### src/rtl/sysctl_pkg.sv
package sysctl_pkg;
  localparam int BYTE_W = 8;
  localparam int PORT_W = 12;
  localparam int CTRL_W = 4;
  localparam int SCR_N  = 2;

  localparam logic [PORT_W-1:0] P_RSTEND = 12'h092;
  localparam logic [PORT_W-1:0] P_SCR0   = 12'h398;
  localparam logic [PORT_W-1:0] P_CPUCFG = 12'h800;
  localparam logic [PORT_W-1:0] P_FEAT   = 12'h802;
  localparam logic [PORT_W-1:0] P_STAT   = 12'h803;
  localparam logic [PORT_W-1:0] P_LIGHT  = 12'h808;
  localparam logic [PORT_W-1:0] P_EQUIP  = 12'h80C;
  localparam logic [PORT_W-1:0] P_LOCK1  = 12'h810;
  localparam logic [PORT_W-1:0] P_LOCK2  = 12'h812;
  localparam logic [PORT_W-1:0] P_INVAL  = 12'h814;
  localparam logic [PORT_W-1:0] P_KEY    = 12'h818;
  localparam logic [PORT_W-1:0] P_CTRL   = 12'h81C;
  localparam logic [PORT_W-1:0] P_CACHE  = 12'h823;
  localparam logic [PORT_W-1:0] P_MAP    = 12'h850;

  localparam logic [BYTE_W-1:0] V_CPUCFG = 8'hEF;
  localparam logic [BYTE_W-1:0] V_FEAT   = 8'hAD;
  localparam logic [BYTE_W-1:0] V_STAT   = 8'hE0;
  localparam logic [BYTE_W-1:0] V_EQUIP  = 8'h3C;
  localparam logic [BYTE_W-1:0] V_EXTF   = 8'h39;
  localparam logic [BYTE_W-1:0] V_KEY    = 8'h00;
  localparam logic [BYTE_W-1:0] V_CACHE  = 8'h03;
  localparam logic [BYTE_W-1:0] V_OPEN   = 8'hFF;

  typedef enum logic [3:0] {
    SEL_NONE, SEL_RSTEND, SEL_CPUCFG, SEL_FEAT, SEL_STAT, SEL_LIGHT,
    SEL_EQUIP, SEL_LOCK1, SEL_LOCK2, SEL_INVAL, SEL_KEY, SEL_CTRL,
    SEL_CACHE, SEL_MAP, SEL_SCR0, SEL_SCR1
  } port_sel_e;
endpackage

### src/rtl/sysctl_decode.sv
module sysctl_decode
  import sysctl_pkg::*;
#(
  parameter int ADDR_W = 12
) (
  input  logic [ADDR_W-1:0] addr,
  output port_sel_e         sel,
  output logic              rd_hit,
  output logic              wr_hit
);
  localparam int CW = (ADDR_W > PORT_W) ? ADDR_W : PORT_W;

  logic [CW-1:0] a_ext;
  assign a_ext = CW'(addr);

  always_comb begin
    sel = SEL_NONE;
    if      (a_ext == CW'(P_RSTEND)) sel = SEL_RSTEND;
    else if (a_ext == CW'(P_CPUCFG)) sel = SEL_CPUCFG;
    else if (a_ext == CW'(P_FEAT))   sel = SEL_FEAT;
    else if (a_ext == CW'(P_STAT))   sel = SEL_STAT;
    else if (a_ext == CW'(P_LIGHT))  sel = SEL_LIGHT;
    else if (a_ext == CW'(P_EQUIP))  sel = SEL_EQUIP;
    else if (a_ext == CW'(P_LOCK1))  sel = SEL_LOCK1;
    else if (a_ext == CW'(P_LOCK2))  sel = SEL_LOCK2;
    else if (a_ext == CW'(P_INVAL))  sel = SEL_INVAL;
    else if (a_ext == CW'(P_KEY))    sel = SEL_KEY;
    else if (a_ext == CW'(P_CTRL))   sel = SEL_CTRL;
    else if (a_ext == CW'(P_CACHE))  sel = SEL_CACHE;
    else if (a_ext == CW'(P_MAP))    sel = SEL_MAP;
    else if (a_ext == CW'(P_SCR0))   sel = SEL_SCR0;
    else if (a_ext == CW'(P_SCR0) + CW'(1)) sel = SEL_SCR1;
  end

  // Lock 2 has no read side; equipment, keylock and cache ports have no write side.
  always_comb begin
    rd_hit = (sel != SEL_NONE) && (sel != SEL_LIGHT) && (sel != SEL_LOCK2);
    wr_hit = (sel != SEL_NONE) && (sel != SEL_EQUIP) &&
             (sel != SEL_KEY)  && (sel != SEL_CACHE);
  end
endmodule

### src/rtl/sysctl_state.sv
module sysctl_state
  import sysctl_pkg::*;
(
  input  logic              clk,
  input  logic              rst_n,
  input  logic              wr_stb,
  input  port_sel_e         sel,
  input  logic [BYTE_W-1:0] wdata,
  output logic              soft_rst_q,
  output logic              endian_q,
  output logic              light_q,
  output logic              lock1_q,
  output logic              lock2_q,
  output logic [CTRL_W-1:0] ctrl_q,
  output logic              map_q,
  output logic [BYTE_W-1:0] scr_q [SCR_N]
);
  logic              soft_rst_n, endian_n, light_n, lock1_n, lock2_n, map_n;
  logic [CTRL_W-1:0] ctrl_n;

  always_comb begin
    soft_rst_n = soft_rst_q;
    endian_n   = endian_q;
    light_n    = light_q;
    ctrl_n     = ctrl_q;
    map_n      = map_q;
    lock1_n    = 1'b0;
    lock2_n    = 1'b0;
    if (wr_stb) begin
      case (sel)
        SEL_RSTEND: begin
          soft_rst_n = wdata[0];
          endian_n   = wdata[1];
        end
        SEL_LIGHT: light_n = wdata[0];
        SEL_LOCK1: lock1_n = 1'b1;
        SEL_LOCK2: lock2_n = 1'b1;
        SEL_CTRL:  ctrl_n  = wdata[CTRL_W-1:0];
        SEL_MAP:   map_n   = wdata[0];
        default:   ;
      endcase
    end
  end

  always_ff @(posedge clk or negedge rst_n) begin
    if (!rst_n) begin
      soft_rst_q <= 1'b0;
      endian_q   <= 1'b0;
      light_q    <= 1'b0;
      lock1_q    <= 1'b0;
      lock2_q    <= 1'b0;
      ctrl_q     <= '0;
      map_q      <= 1'b0;
    end else begin
      soft_rst_q <= soft_rst_n;
      endian_q   <= endian_n;
      light_q    <= light_n;
      lock1_q    <= lock1_n;
      lock2_q    <= lock2_n;
      ctrl_q     <= ctrl_n;
      map_q      <= map_n;
    end
  end

  for (genvar g = 0; g < SCR_N; g++) begin : g_scr
    logic scr_we;
    assign scr_we = wr_stb && (sel == port_sel_e'(int'(SEL_SCR0) + g));
    always_ff @(posedge clk or negedge rst_n) begin
      if (!rst_n)      scr_q[g] <= '0;
      else if (scr_we) scr_q[g] <= wdata;
    end
  end
endmodule

### src/rtl/sysctl_rdmux.sv
module sysctl_rdmux
  import sysctl_pkg::*;
(
  input  port_sel_e         sel,
  input  logic              rd_hit,
  input  logic [CTRL_W-1:0] ctrl_q,
  input  logic              map_q,
  input  logic [BYTE_W-1:0] scr_q [SCR_N],
  output logic [BYTE_W-1:0] rd_byte
);
  always_comb begin
    rd_byte = V_OPEN;
    if (rd_hit) begin
      case (sel)
        SEL_RSTEND: rd_byte = '0;
        SEL_CPUCFG: rd_byte = V_CPUCFG;
        SEL_FEAT:   rd_byte = V_FEAT;
        SEL_STAT:   rd_byte = V_STAT;
        SEL_EQUIP:  rd_byte = V_EQUIP;
        SEL_LOCK1:  rd_byte = V_EXTF;
        SEL_KEY:    rd_byte = V_KEY;
        SEL_CTRL:   rd_byte = BYTE_W'(ctrl_q);
        SEL_CACHE:  rd_byte = V_CACHE;
        SEL_MAP:    rd_byte = BYTE_W'(map_q);
        SEL_SCR0:   rd_byte = scr_q[0];
        SEL_SCR1:   rd_byte = scr_q[1];
        default:    rd_byte = V_OPEN;
      endcase
    end
  end
endmodule

### src/rtl/sysctl_regbank.sv
module sysctl_regbank
  import sysctl_pkg::*;
#(
  parameter int ADDR_W = 12
) (
  input  logic              clk,
  input  logic              rst_n,
  input  logic [ADDR_W-1:0] addr,
  input  logic              wr_en,
  input  logic [7:0]        wr_data,
  input  logic              rd_en,
  output logic [7:0]        rd_data,
  output logic              bus_err,
  output logic              soft_rst,
  output logic              le_mode,
  output logic              disk_led,
  output logic              nv_lock1_tgl,
  output logic              nv_lock2_tgl,
  output logic [3:0]        sys_ctrl,
  output logic              io_map_sel
);
  logic [1:0] rst_sync;
  logic       rst_int_n;

  always_ff @(posedge clk or negedge rst_n) begin
    if (!rst_n) rst_sync <= 2'b00;
    else        rst_sync <= {rst_sync[0], 1'b1};
  end
  assign rst_int_n = rst_sync[1];

  port_sel_e         sel;
  logic              rd_hit, wr_hit;
  logic [BYTE_W-1:0] scr_q [SCR_N];
  logic [BYTE_W-1:0] rd_byte;

  sysctl_decode #(.ADDR_W(ADDR_W)) u_dec (
    .addr   (addr),
    .sel    (sel),
    .rd_hit (rd_hit),
    .wr_hit (wr_hit)
  );

  sysctl_state u_st (
    .clk        (clk),
    .rst_n      (rst_int_n),
    .wr_stb     (wr_en),
    .sel        (sel),
    .wdata      (wr_data),
    .soft_rst_q (soft_rst),
    .endian_q   (le_mode),
    .light_q    (disk_led),
    .lock1_q    (nv_lock1_tgl),
    .lock2_q    (nv_lock2_tgl),
    .ctrl_q     (sys_ctrl),
    .map_q      (io_map_sel),
    .scr_q      (scr_q)
  );

  sysctl_rdmux u_mux (
    .sel     (sel),
    .rd_hit  (rd_hit),
    .ctrl_q  (sys_ctrl),
    .map_q   (io_map_sel),
    .scr_q   (scr_q),
    .rd_byte (rd_byte)
  );

  logic [BYTE_W-1:0] rd_q;
  logic              err_q, err_n;

  assign err_n = (rd_en && !rd_hit) || (wr_en && !wr_hit);

  always_ff @(posedge clk or negedge rst_int_n) begin
    if (!rst_int_n) begin
      rd_q  <= '0;
      err_q <= 1'b0;
    end else begin
      if (rd_en) rd_q <= rd_byte;
      err_q <= err_n;
    end
  end

  assign rd_data = rd_q;
  assign bus_err = err_q;
endmodule

### config.mk
export PLATFORM = sky130hd
export DESIGN_NAME = sysctl_regbank
export DESIGN_NICKNAME = d
export VERILOG_FILES = /design/src/rtl/sysctl_pkg.sv /design/src/rtl/sysctl_decode.sv /design/src/rtl/sysctl_state.sv /design/src/rtl/sysctl_rdmux.sv /design/src/rtl/sysctl_regbank.sv
export SDC_FILE = /design/constraint.sdc
export NUM_CORES = 1
export LEC_CHECK = 0
export BUFFER_PORTS_ARGS = -buffer_cell sky130_fd_sc_hd__clkbuf_2
export CAP_MARGIN = 20
export CORE_AREA = 4 4 72 74
export CTS_CLUSTER_DIAMETER = 100
export DETAILED_ROUTE_END_ITERATION = 6
export DIE_AREA = 0 0 76 78
export PLACE_DENSITY = 0.77
export SLEW_MARGIN = 20
export SYNTH_ARGS = -nofsm -noshare
export SYNTH_HDL_FRONTEND = slang
export SYNTH_SLANG_ARGS = --single-unit
### constraint.sdc
create_clock -name clk -period 2.89 [get_ports clk]
set_input_delay 0 -clock clk [delete_from_list [all_inputs] [get_ports clk]]
set_output_delay 0 -clock clk [all_outputs]
set_load 0.005 [all_outputs]
==> flow_summary.toml <==
[layout]
nets = 254
areaGrowthSynthToFinish_pct = 20.40
final_core_util_pct = 52.19
drive_above_1_share_pct = 33.19
antennaDiodeCount = 0
fill_cells = 413

[clocking]
cts-root-buf = "clkbuf_8"
cts_max_level = 2
clockBufferDepth = 2
cts_tree = "built"
clk_pin_slew_worst_paths_ns = 0.07
post_cts_buffers = 0
cts_resized = 0
numCtsBuffers = 5
clkSinkCount = 37
clk_latency_ns = 0.29

[synth]
ys.warnings.count = 0
ys_seq_elements = 37
synth.net_count = 202
ys_types = 44
synth-main-ff-cell = "dfrtp_1"
ys_seq_area_share_pct = 46.45
synth_area_leaders = "dfrtp_1 46%, mux2_4 6.0%, mux2_1 4.5%"
synth.cell_area_um2 = 1993
yosysMostFrequentCell = "dfrtp_1"
postSynthCellCount = 178
yosys-top-cells-count = "37 x dfrtp_1, 18 x nor2_1, 9 x nand2_1"
syn_area_per_cell_um2 = 11.20
synthDominantCellAreaShare_pct = 46.45
synth_edf_count = 0
yosysTopAreaCell = "dfrtp_1"
postSynth.asyncResetShare_pct = 100.0

[critical_path]
rr_worst_depth = 5
worst-setup-path-type = "input port to register"
crit_family = "simple AND/OR/NAND/NOR gates"
crit_arrival_ns = 2.32
r2r_slack_ns = 1.72
crit_chain = "clkbuf_2 -> nor4b_2 -> nand2_1 -> o2111ai_4 -> and4b_1 -> nand2_8 -> mux2_4"
critPathRequiredTime_ns = 3.07
crit_buf_inv = 1
crit_fanout = 9
critical_path.max_stage_delay_ns = 0.62
cp-end-kind = "register"
worstReg2RegStart = "u_st.scr_q[0]"
rr_endpoint = "rd_data[0]"
start_kind = "input port"
crit_slowest_cell = "nor4b_2"

[sta]
rsz0062_at_grt = "no"
setup_viol = 0
tightest_slew_ns = 0.6377
hold_violations = 0
finClkSkew_ns = 0.002565
period_needed_ns = 2.142
relSlewSlack_pct = 56.91
timing_max_transition_violations_final = 0
fin_setup_tns_ns = 0
clock.fmax_mhz = 466.9
timing.final.crit_share_pct = 74.12

[die]
die_h_um = 78
dieArea_um2 = 5928
initial_utilization_pct = 43.35
rows = 25
chipWidth_um = 76
core_um2 = 4598
ioPinCount = 43

[global_routing]
antenna_found_initial = 0
gr-usage-all-layers_pct = 16.87
grt_pass1_vias = 1682
grt_pass1_wl_um = 8073
overflow = 0
grt_start_max_net_pins = 36

[drt]
top_layer = "met4"
met2_wirelength_um = 2122
wirelength_um = 4723
drtIter0Drc = 112
wl_met3_um = 327
vias = 1634
drt_first_pass_iters = 4
met1_length_um = 2208
detail-route-antenna-nets = 0
via_per_inst = 5.774
wl_per_cell_um = 16.69
drc = 0

[power]
p_leak_nw = 1.153
ir_drop_v = 0.0003554
powerDensity_nw_per_um2 = 389.7

[placement]
portBuffers = 42
place_congestion = 0.9407
dpl.hpwl_um = 3543

[worst_hold_path]
hold_depth = 3
hold_path_class = "input port to register"
hp-start = "wr_data[0]"
hold_path_end = "u_st.map_q"

[job]
maxCapViolCount = 0

[outcome]
outcome = "finished clean"
-- report_power, final --
| group | switching [mW] | leakage, nW | internal, mW |
|---|---|---|---|
| clock network | 0.172 | 0.0399 | 0.158 |
| logic | 0.0496 | 0.651 | 0.0330 |
| registers | 0.00111 | 0.462 | 0.521 |
-- worst reg2reg max path, cell delays in order, from the launching register on --
cell	delay [ns]
dfrtp_1	0.38
inv_1	0.05
or3_1	0.09
o2111ai_1	0.10
a221oi_1	0.32
a21oi_1	0.12
-- per-stage QoR --
step	instance area [um2]	hold WS, ns	std cells	total power [mW]	setup slack (ns)
floorplan	1993	-0.2956	178	0.5719	1.030
global placement	2246	-0.2138	269	0.6049	0.5673
detailed placement	2246	-0.2116	269	0.6063	0.4659
CTS	2400	0.01010	283	0.9441	0.7880
global route	2400	0.009605	283	0.9851	0.5260
finish	2400	0.009953	283	0.9351	0.7480
-- cell families after synthesis --
logic type,synth area share [%]
muxes,14.50
AOI/OAI and AO/OA,12.24
other,0.1881
and+or+nand+nor,22.35
DFF,46.45
buffers and inverters,2.951
xor gates and xnor gates,1.319
-- placed cells by master (no fill, tap or decap), drive strengths merged, types with 2 or more instances in the layout --
cell	Yosys	routed
and3	3	3
clkbuf	3	47
nand3	7	7
nor4bb	3	3
nor2b	3	3
o21ai	3	3
o2111ai	4	4
or3	2	2
nand4	7	7
xnor2	2	2
mux2	23	23
nor3b	3	3
nor3	4	4
a31oi	2	2
buf	4	2
a221oi	7	7
nor2	20	20
a21oi	7	7
nor4b	3	3
nand2	10	10
inv	5	5
dlygate4sd3	0	8
nor4	3	3
dfrtp	37	37
-- final cells by class --
class,count,area (um2),area share [%]
clock buffers,5,68.82,2.868
clock inverters,1,5.005,0.2086
flip-flops and latches,37,925.9,38.58
multi-input cells,129,1008,42.02
inverters,5,18.77,0.7821
well taps,54,67.56,2.815
repair buffers,52,305.3,12.72
-- layer usage --
metal	vias to the layer above	global-route usage (%)
met2	59	24.40
met5	-	0
met4	0	4.626
li1	771	-
met1	797	23.90
met3	7	5.800
-- timing repair --
item                                    CTS  global route
hold buffers                              8             0
hold endpoints to repair                 19             0
endpoints found under the setup margin    0             0
-- state kept, by name (all words and copies together) (netlist names) --
name	flops
u_st.map_q	1
u_st.soft_rst_q	1
u_st.lock1_q	1
u_st.lock2_q	1
bus_err	1
u_st.scr_q	16
u_st.ctrl_q	4
rd_data	8
rst_sync	2
u_st.endian_q	1
u_st.light_q	1
-- worst max-delay path by stage --
stage / cells past startpoint / to / slack (ns) / startpoint
after floorplan: 8 / u_st.scr_q[10] / 1.03 / addr[1]
after global placement: 7 / u_st.scr_q[11] / 0.57 / addr[10]
after detailed placement: 7 / u_st.scr_q[14] / 0.47 / addr[10]
after CTS: 7 / u_st.scr_q[14] / 0.79 / addr[10]
after global routing: 7 / u_st.scr_q[11] / 0.53 / addr[10]
final: 7 / u_st.scr_q[14] / 0.75 / addr[10]
Power figures use the tool's default switching activity.
